**config.mk**
```make
export PLATFORM = sky130hd
export DESIGN_NAME = pix_blit_engine
export DESIGN_NICKNAME = d
export VERILOG_FILES = /design/src/rtl/blit_pkg.sv /design/src/rtl/blit_decode.sv /design/src/rtl/blit_colour_reg.sv /design/src/rtl/blit_seq.sv /design/src/rtl/pix_blit_engine.sv
export SDC_FILE = /design/constraint.sdc
export NUM_CORES = 1
export LEC_CHECK = 0
export ABC_AREA = 1
export ABC_CLOCK_PERIOD_IN_PS = 3800
export BUFFER_PORTS_ARGS = -buffer_cell sky130_fd_sc_hd__buf_4
export CAP_MARGIN = 30
export CORE_MARGIN = 1
export CORE_UTILIZATION = 47
export CTS_BUF_LIST = sky130_fd_sc_hd__clkbuf_2
export DETAILED_ROUTE_END_ITERATION = 6
export PLACE_DENSITY = 0.82
export SLEW_MARGIN = 20
export SYNTH_ARGS = -nofsm -noshare
export SYNTH_HDL_FRONTEND = slang
export SYNTH_SLANG_ARGS = --single-unit
```
**constraint.sdc**
```tcl
create_clock -name clk -period 3.8 [get_ports clk]
set_clock_uncertainty 0.05 [all_clocks]
set_input_delay 0.38 -clock clk [delete_from_list [all_inputs] [get_ports clk]]
set_output_delay 0.38 -clock clk [all_outputs]
set_load 0.02 [all_outputs]
```
**src/rtl/blit_pkg.sv**
```systemverilog
package blit_pkg;
  localparam int LEN_W = 5;
  localparam int SRC_W = 24;
  localparam logic [SRC_W-1:0] FILL_KEY = '1;

  typedef enum logic [1:0] {S_IDLE, S_FILL, S_RD, S_WR} seq_state_e;

  // pixel index carried by a command byte address
  function automatic logic [31:0] dst_index(input logic [31:0] a);
    return a >> 3;
  endfunction

  function automatic logic [SRC_W-1:0] src_field(input logic [31:0] d);
    return d[SRC_W-1:0];
  endfunction

  // run length minus one
  function automatic logic [LEN_W-1:0] run_last(input logic [31:0] d);
    return d[SRC_W+LEN_W-1:SRC_W];
  endfunction

  function automatic logic is_fill(input logic [SRC_W-1:0] s);
    return s == FILL_KEY;
  endfunction
endpackage

```
**src/rtl/blit_decode.sv**
```systemverilog
module blit_decode
  import blit_pkg::*;
#(
  parameter int ADDR_W = 20,
  parameter int CMD_W  = 64
) (
  input  logic [31:0]       cmd_addr,
  input  logic [CMD_W-1:0]  cmd_data,
  output logic [ADDR_W-1:0] dst,
  output logic [ADDR_W-1:0] src,
  output logic [LEN_W-1:0]  last,
  output logic              fill
);
  logic [31:0]      lo_word;
  logic [31:0]      dst_full;
  logic [SRC_W-1:0] src_full;
  logic             unused_bits;

  assign lo_word  = cmd_data[31:0];
  assign dst_full = dst_index(cmd_addr);
  assign src_full = src_field(lo_word);
  assign dst      = dst_full[ADDR_W-1:0];
  assign src      = src_full[ADDR_W-1:0];
  assign last     = run_last(lo_word);
  assign fill     = is_fill(src_full);

  generate
    if (CMD_W > 32) begin : g_wide
      assign unused_bits = ^{cmd_data[CMD_W-1:32], dst_full[31:ADDR_W], src_full[SRC_W-1:ADDR_W]};
    end else begin : g_narrow
      assign unused_bits = ^{dst_full[31:ADDR_W], src_full[SRC_W-1:ADDR_W]};
    end
  endgenerate
endmodule

```
**src/rtl/blit_colour_reg.sv**
```systemverilog
module blit_colour_reg #(
  parameter int FG_W = 32
) (
  input  logic            clk,
  input  logic            rst_n,
  input  logic            load,
  input  logic [FG_W-1:0] value,
  output logic [FG_W-1:0] colour
);
  always_ff @(posedge clk) begin
    if (!rst_n)    colour <= '0;
    else if (load) colour <= value;
  end

  p_colour_hold_r8: assert property (@(posedge clk) disable iff (!rst_n)
    !load |=> $stable(colour));
endmodule

```
**src/rtl/blit_seq.sv**
```systemverilog
module blit_seq
  import blit_pkg::*;
#(
  parameter int ADDR_W = 20,
  parameter int PIX_W  = 8,
  parameter int DEEP_W = 24,
  parameter int FG_W   = 32
) (
  input  logic              clk,
  input  logic              rst_n,
  input  logic              start,
  input  logic              start_wide,
  input  logic [ADDR_W-1:0] cmd_dst,
  input  logic [ADDR_W-1:0] cmd_src,
  input  logic [LEN_W-1:0]  cmd_last,
  input  logic              cmd_fill,
  input  logic [FG_W-1:0]   colour,
  output logic              idle,
  output logic              mem_req,
  output logic              mem_we,
  output logic [ADDR_W-1:0] mem_addr,
  output logic [PIX_W-1:0]  mem_wdata,
  input  logic [PIX_W-1:0]  mem_rdata,
  output logic              pl_req,
  output logic              pl_we,
  output logic [DEEP_W-1:0] pl_wdata,
  input  logic [DEEP_W-1:0] pl_rdata
);
  seq_state_e        state_q;
  logic [ADDR_W-1:0] dst_q, src_q;
  logic [LEN_W-1:0]  idx_q, last_q;
  logic              wide_q;

  // named events for the checks below
  logic fill_beat, copy_rd, copy_wr, run_end;
  logic [ADDR_W-1:0] step;

  assign fill_beat = (state_q == S_FILL);
  assign copy_rd   = (state_q == S_RD);
  assign copy_wr   = (state_q == S_WR);
  assign run_end   = (fill_beat || copy_wr) && (idx_q == last_q);
  assign step      = ADDR_W'(idx_q);
  assign idle      = (state_q == S_IDLE);

  always_ff @(posedge clk) begin
    if (!rst_n) begin
      state_q <= S_IDLE;
      dst_q   <= '0;
      src_q   <= '0;
      idx_q   <= '0;
      last_q  <= '0;
      wide_q  <= 1'b0;
    end else begin
      unique case (state_q)
        S_IDLE: if (start) begin
          dst_q   <= cmd_dst;
          src_q   <= cmd_src;
          last_q  <= cmd_last;
          idx_q   <= '0;
          wide_q  <= start_wide;
          state_q <= cmd_fill ? S_FILL : S_RD;
        end
        S_FILL: begin
          if (run_end) state_q <= S_IDLE;
          else         idx_q   <= idx_q + 1'b1;
        end
        S_RD: state_q <= S_WR;
        S_WR: begin
          if (run_end) state_q <= S_IDLE;
          else begin
            idx_q   <= idx_q + 1'b1;
            state_q <= S_RD;
          end
        end
        default: state_q <= S_IDLE;
      endcase
    end
  end

  always_comb begin
    mem_req   = !idle;
    mem_we    = fill_beat || copy_wr;
    mem_addr  = copy_rd ? (src_q + step) : (dst_q + step);
    mem_wdata = fill_beat ? colour[PIX_W-1:0] : mem_rdata;
    pl_req    = mem_req && wide_q;
    pl_we     = mem_we && wide_q;
    pl_wdata  = fill_beat ? colour[DEEP_W-1:0] : pl_rdata;
  end

  p_rd_then_wr_r5: assert property (@(posedge clk) disable iff (!rst_n)
    copy_rd |=> (copy_wr && mem_we));
  p_fill_ascend_r4: assert property (@(posedge clk) disable iff (!rst_n)
    (fill_beat && $past(fill_beat)) |-> (mem_addr == ADDR_W'($past(mem_addr) + 1'b1)));
  p_wr_ascend_r5: assert property (@(posedge clk) disable iff (!rst_n)
    (copy_wr && !run_end) |=> ##1 (copy_wr && mem_addr == ADDR_W'($past(mem_addr, 2) + 1'b1)));
  p_shadow_paired_r6: assert property (@(posedge clk) disable iff (!rst_n)
    pl_req |-> (mem_req && pl_we == mem_we));
endmodule

```
**src/rtl/pix_blit_engine.sv**
```systemverilog
module pix_blit_engine
  import blit_pkg::*;
#(
  parameter int ADDR_W    = 20,
  parameter int PIX_W     = 8,
  parameter int DEEP_W    = 24,
  parameter int CMD_W     = 64,
  parameter int FG_W      = 32,
  parameter bit HAS_PLANE = 1'b1
) (
  input  logic              clk,
  input  logic              rst_n,
  input  logic              cmd_valid,
  output logic              cmd_ready,
  input  logic              cmd_is_colour,
  input  logic [31:0]       cmd_addr,
  input  logic [CMD_W-1:0]  cmd_data,
  output logic [CMD_W-1:0]  cmd_rdata,
  input  logic              depth24,
  output logic              busy,
  output logic              mem_req,
  output logic              mem_we,
  output logic [ADDR_W-1:0] mem_addr,
  output logic [PIX_W-1:0]  mem_wdata,
  input  logic [PIX_W-1:0]  mem_rdata,
  output logic              pl_req,
  output logic              pl_we,
  output logic [DEEP_W-1:0] pl_wdata,
  input  logic [DEEP_W-1:0] pl_rdata
);
  logic              accept, run_go, colour_go, wide_go, idle;
  logic [ADDR_W-1:0] d_dst, d_src;
  logic [LEN_W-1:0]  d_last;
  logic              d_fill;
  logic [FG_W-1:0]   colour;
  logic              s_pl_req, s_pl_we;
  logic [DEEP_W-1:0] s_pl_wdata;

  assign cmd_ready = idle;
  assign busy      = !idle;
  assign cmd_rdata = '0;
  assign accept    = cmd_valid && cmd_ready;
  assign run_go    = accept && !cmd_is_colour;
  assign colour_go = accept && cmd_is_colour;

  blit_decode #(.ADDR_W(ADDR_W), .CMD_W(CMD_W)) u_dec (
    .cmd_addr (cmd_addr),
    .cmd_data (cmd_data),
    .dst      (d_dst),
    .src      (d_src),
    .last     (d_last),
    .fill     (d_fill)
  );

  blit_colour_reg #(.FG_W(FG_W)) u_fg (
    .clk    (clk),
    .rst_n  (rst_n),
    .load   (colour_go),
    .value  (cmd_data[FG_W-1:0]),
    .colour (colour)
  );

  blit_seq #(.ADDR_W(ADDR_W), .PIX_W(PIX_W), .DEEP_W(DEEP_W), .FG_W(FG_W)) u_seq (
    .clk        (clk),
    .rst_n      (rst_n),
    .start      (run_go),
    .start_wide (wide_go),
    .cmd_dst    (d_dst),
    .cmd_src    (d_src),
    .cmd_last   (d_last),
    .cmd_fill   (d_fill),
    .colour     (colour),
    .idle       (idle),
    .mem_req    (mem_req),
    .mem_we     (mem_we),
    .mem_addr   (mem_addr),
    .mem_wdata  (mem_wdata),
    .mem_rdata  (mem_rdata),
    .pl_req     (s_pl_req),
    .pl_we      (s_pl_we),
    .pl_wdata   (s_pl_wdata),
    .pl_rdata   (pl_rdata)
  );

  generate
    if (HAS_PLANE) begin : g_plane
      assign wide_go  = depth24;
      assign pl_req   = s_pl_req;
      assign pl_we    = s_pl_we;
      assign pl_wdata = s_pl_wdata;
    end else begin : g_no_plane
      logic unused_plane;
      assign unused_plane = ^{depth24, s_pl_req, s_pl_we, s_pl_wdata};
      assign wide_go  = 1'b0;
      assign pl_req   = 1'b0;
      assign pl_we    = 1'b0;
      assign pl_wdata = '0;
    end
  endgenerate

  p_idle_quiet_r1: assert property (@(posedge clk) disable iff (!rst_n)
    !busy |-> (!mem_req && !pl_req));
  p_ready_low_busy_r7: assert property (@(posedge clk) disable iff (!rst_n)
    busy |-> !cmd_ready);
  p_busy_after_cmd_r7: assert property (@(posedge clk) disable iff (!rst_n)
    run_go |=> busy);
  p_colour_no_busy_r7: assert property (@(posedge clk) disable iff (!rst_n)
    colour_go |=> !busy);
  p_no_shadow_narrow_r6: assert property (@(posedge clk) disable iff (!rst_n)
    (run_go && !depth24) |=> !pl_req);
endmodule

```
==> results by group <==
Outcome
  – Status: completed

Floorplanning
  – Die Area: 10800 um^2
  – Die width: 104 um
  – Initial Util: 49.2%
  – Row cnt: 36
  – Core footprint: a little under 10000 um^2
  – Die Y: 104 um
  – IO Pins: around 260

Clocking
  – CTS root buffer: clkbuf_2
  – CTS buffer count: 9
  – Clock Latency Late Sink: 0.53 ns
  – Maximum root-to-sink buffer count: 2
  – Clk sinks: 77
  – Clk pin slew, worst setup/hold paths: between 0.2 and 0.25 ns
  – CTS HTree Levels: 3
  – CTS tree: yes
  – Post-CTS setup buffers: 0

Worst setup path
  – CP Depth: 16
  – RR Startpoint: u_seq.state_q[1]$_SDFFE_PN0P_
  – Most frequent CP cell: nand2_1
  – Worst setup EP type: output pin
  – Critical path's slowest cell: fa_1
  – Worst Path Max Fanout: 22
  – Reg2reg path depth: 10
  – Worst R2R Setup Slack: 1.53 ns
  – R2R Path End: u_seq.idx_q[4]$_SDFFE_PN0P_
  – Top delay family on crit path: simple AND/OR/NAND/NOR gates
  – Worst Setup EP: mem_addr[16]
  – Crit Path Category: reg -> out
  – CP max stage delay: ~0.4 ns
  – WP data required: 3.37 ns
  – WP data arrival: 3.07 ns
  – CP Buf/Inv Count: 4
  – Critical-path cell list: inv_8 -> nand2_8 -> o21ai_0 -> ha_1 -> inv_1 -> fa_1 -> inv_1 -> nand3_1 -> nand2_1 -> nand2_1 -> nand2_1 -> nand2_1 -> nor2_1 -> nand2_1 -> xor2_1 -> buf_4
  – Setup crit start: u_seq.state_q[0]$_SDFFE_PN0P_
  – Crit path launch type: flip-flop

Synth
  – Syn Std Cell Area: slightly below 5000 um^2
  – Post-synth top cells: nand2_1, a21oi_1, dfxtp_1
  – Synth Warn #: 0
  – Synth Instances: roughly 720
  – Number of synthesized flops with an enable pin: 0
  – Top_reg_cell synth: dfxtp_1
  – Seq/Total Area, Yosys: 31.6%
  – Synth area leaders: dfxtp_1, nand2_1, buf_4
  – Syn_area_per_cell: 6.75 um^2
  – Yosys top cell area share: 31.6%
  – Register bit total from synthesis: 77
  – Top-count cell post-synth: nand2_1
  – Yosys cell types: 35
  – Post-synthesis async set-or-reset flop share: 0%
  – Yosys top cell by area: dfxtp_1

Hold path
  – Hold WC Path Type: in -> reg

STA
  – RSZ-0062 raised after global routing: false
  – Final period util: 92.0%
  – Max-slew headroom: 48.9%
  – Final setup fails: 0
  – Peak Freq: 286 MHz
  – Max Slew Vio Count: 0
  – Least-Margin Pin Slew: around 0.77 ns
  – Endpoints failing hold: 0
  – Setup TNS: 0 ns
  – Min Tclk post-route: 3.50 ns
  – Final setup margin: 0.305 ns

Power
  – Total power: between 3 and 4 mW
  – Leak pwr: 2.88 nW
  – Power Density: 557 nW/um^2
  – Worst IR Drop VDD: ~0.24 mV

Layout
  – Layout area overhead: 20.9%
  – Utilization after layout: 59.5%
  – Layout cells sized above 1: 23.7%
  – # diodes: 0
  – Final #Nets: 993

Drt
  – Vias: 4650
  – Router iterations before antenna repair: 4
  – DRC viols: 0
  – Routed wire per std cell: approximately 12 um
  – Initial DRC count: 168
  – Via density: about 4.7
  – Post-route ant nets: 0
  – Final WL: 12.0 mm

GRT
  – Largest net degree at the start of global routing: 77
  – First-pass GRT wire length: approximately 19 mm
  – Vias in the first global route: 4169
  – Grt total ovfl: 0
  – GRT Overall Usage: 21.8%
  – Initial antenna violation count: 0

Run
  – Max Cap Violations: 0

Placement
  – Dpl ws: 0.742 ns
  – Routability congestion estimate from global placement: slightly below 0.9
  – Final HPWL DP: 8.84 mm
  – Number of buffers added on ports: 143
## per-stage QoR
| step | instance area [um^2] | std cells | hold slack [ns] |
|---|---|---|---|
| floorplan | 5110 | 785 | 0.374 |
| finish | 5890 | 989 | 0.0395 |
| CTS | 5840 | 984 | 0.00580 |
| global route | 5890 | 989 | 0.00423 |
| detailed placement | 5700 | 966 | 0.389 |
| global placement | 5700 | 966 | 0.384 |
## kinds of logic after synthesis
| kind of cell | after synthesis | synth area share (%) |
|---|---|---|
| xor gates and xnor gates | 16 | 2.88 |
| buffers and inverters | 183 | 20.5 |
| and+or+nand+nor | 269 | 24.9 |
| DFF | 77 | 31.6 |
| AOI/OAI and AO/OA | 167 | 17.5 |
| adders and majority gates | 9 | 2.47 |
| other | 1 | 0.0770 |
## worst min path at each step
stage	endpoint	startpoint	cells after the start
after floorplan	u_fg.colour[0]$_SDFFE_PN0P_	u_fg.colour[0]$_SDFFE_PN0P_	2
after global placement	u_fg.colour[1]$_SDFFE_PN0P_	u_fg.colour[1]$_SDFFE_PN0P_	2
after detailed placement	u_fg.colour[1]$_SDFFE_PN0P_	u_fg.colour[1]$_SDFFE_PN0P_	2
after CTS	u_seq.dst_q[10]$_SDFFE_PN0P_	cmd_addr[13]	3
after global routing	u_seq.dst_q[15]$_SDFFE_PN0P_	cmd_addr[18]	3
final	u_seq.dst_q[3]$_SDFFE_PN0P_	cmd_addr[6]	3
## cell usage in the layout, fill, tap and decap left out, types with 9 or more instances in the layout
| cell | count |
|---|---|
| dfxtp_1 | 75 |
| nand2_1 | 186 |
| xor2_1 | 15 |
| nand3_1 | 19 |
| clkbuf_2 | 9 |
| a21oi_1 | 81 |
| nor2_1 | 21 |
| inv_1 | 76 |
| nand2_2 | 12 |
| o21ai_0 | 74 |
| buf_4 | 147 |
| conb_1 | 64 |
| nand4_1 | 9 |
## final cells by class
| class | count | area (um^2) |
|---|---|---|
| multi-input combinational | 526 | 2580 |
| fill | 972 | 4020 |
| inverter | 84 | 323 |
| clock inverter | 7 | 72.6 |
| tap | 133 | 166 |
| sequential | 77 | 1540 |
| timing repair buffer | 153 | 1160 |
| clock buffer | 9 | 45.0 |
## report_power, final
part | internal, mW | switching, mW | leakage, nW
logic | 0.625 | 1.16 | 2.17
clock network | 0.155 | 0.311 | 0.0703
registers | 0.947 | 0.0804 | 0.632
## sequential cells by signal (all words and copies together) (netlist names)
signal / flops
u_fg.colour: 24
u_seq.dst_q: 20
u_seq.idx_q: 5
u_seq.last_q: 5
u_seq.src_q: 20
u_seq.state_q: 2
u_seq.wide_q: 1
## worst register-to-register path, stage by stage, from the launching register on
cell and delay, ns:
dfxtp_2 0.47, buf_4 0.22, nor2_4 0.08, nand3b_1 0.12, buf_4 0.57, nand2_1 0.19
nand2_1 0.12, inv_2 0.07, nand2_2 0.13, nand2_1 0.08, a21oi_1 0.13
## what timing repair did
action,4_1_cts,5_1_grt
setup endpoints to repair,0,6
resized for setup,0,3
hold endpoints to repair,2,4
hold buffers,2,4
## per-layer routing
metal	track usage, %	part of all wire, %	wire (um)	vias to the layer above
li1	-	-	-	2411
met4	6.73	1.2	139	0
met1	28.5	46	5500	2070
met3	5.41	6.6	794	14
met2	35.2	46	5550	155
met5	0	0	0	-
Power figures use the tool's default switching activity.
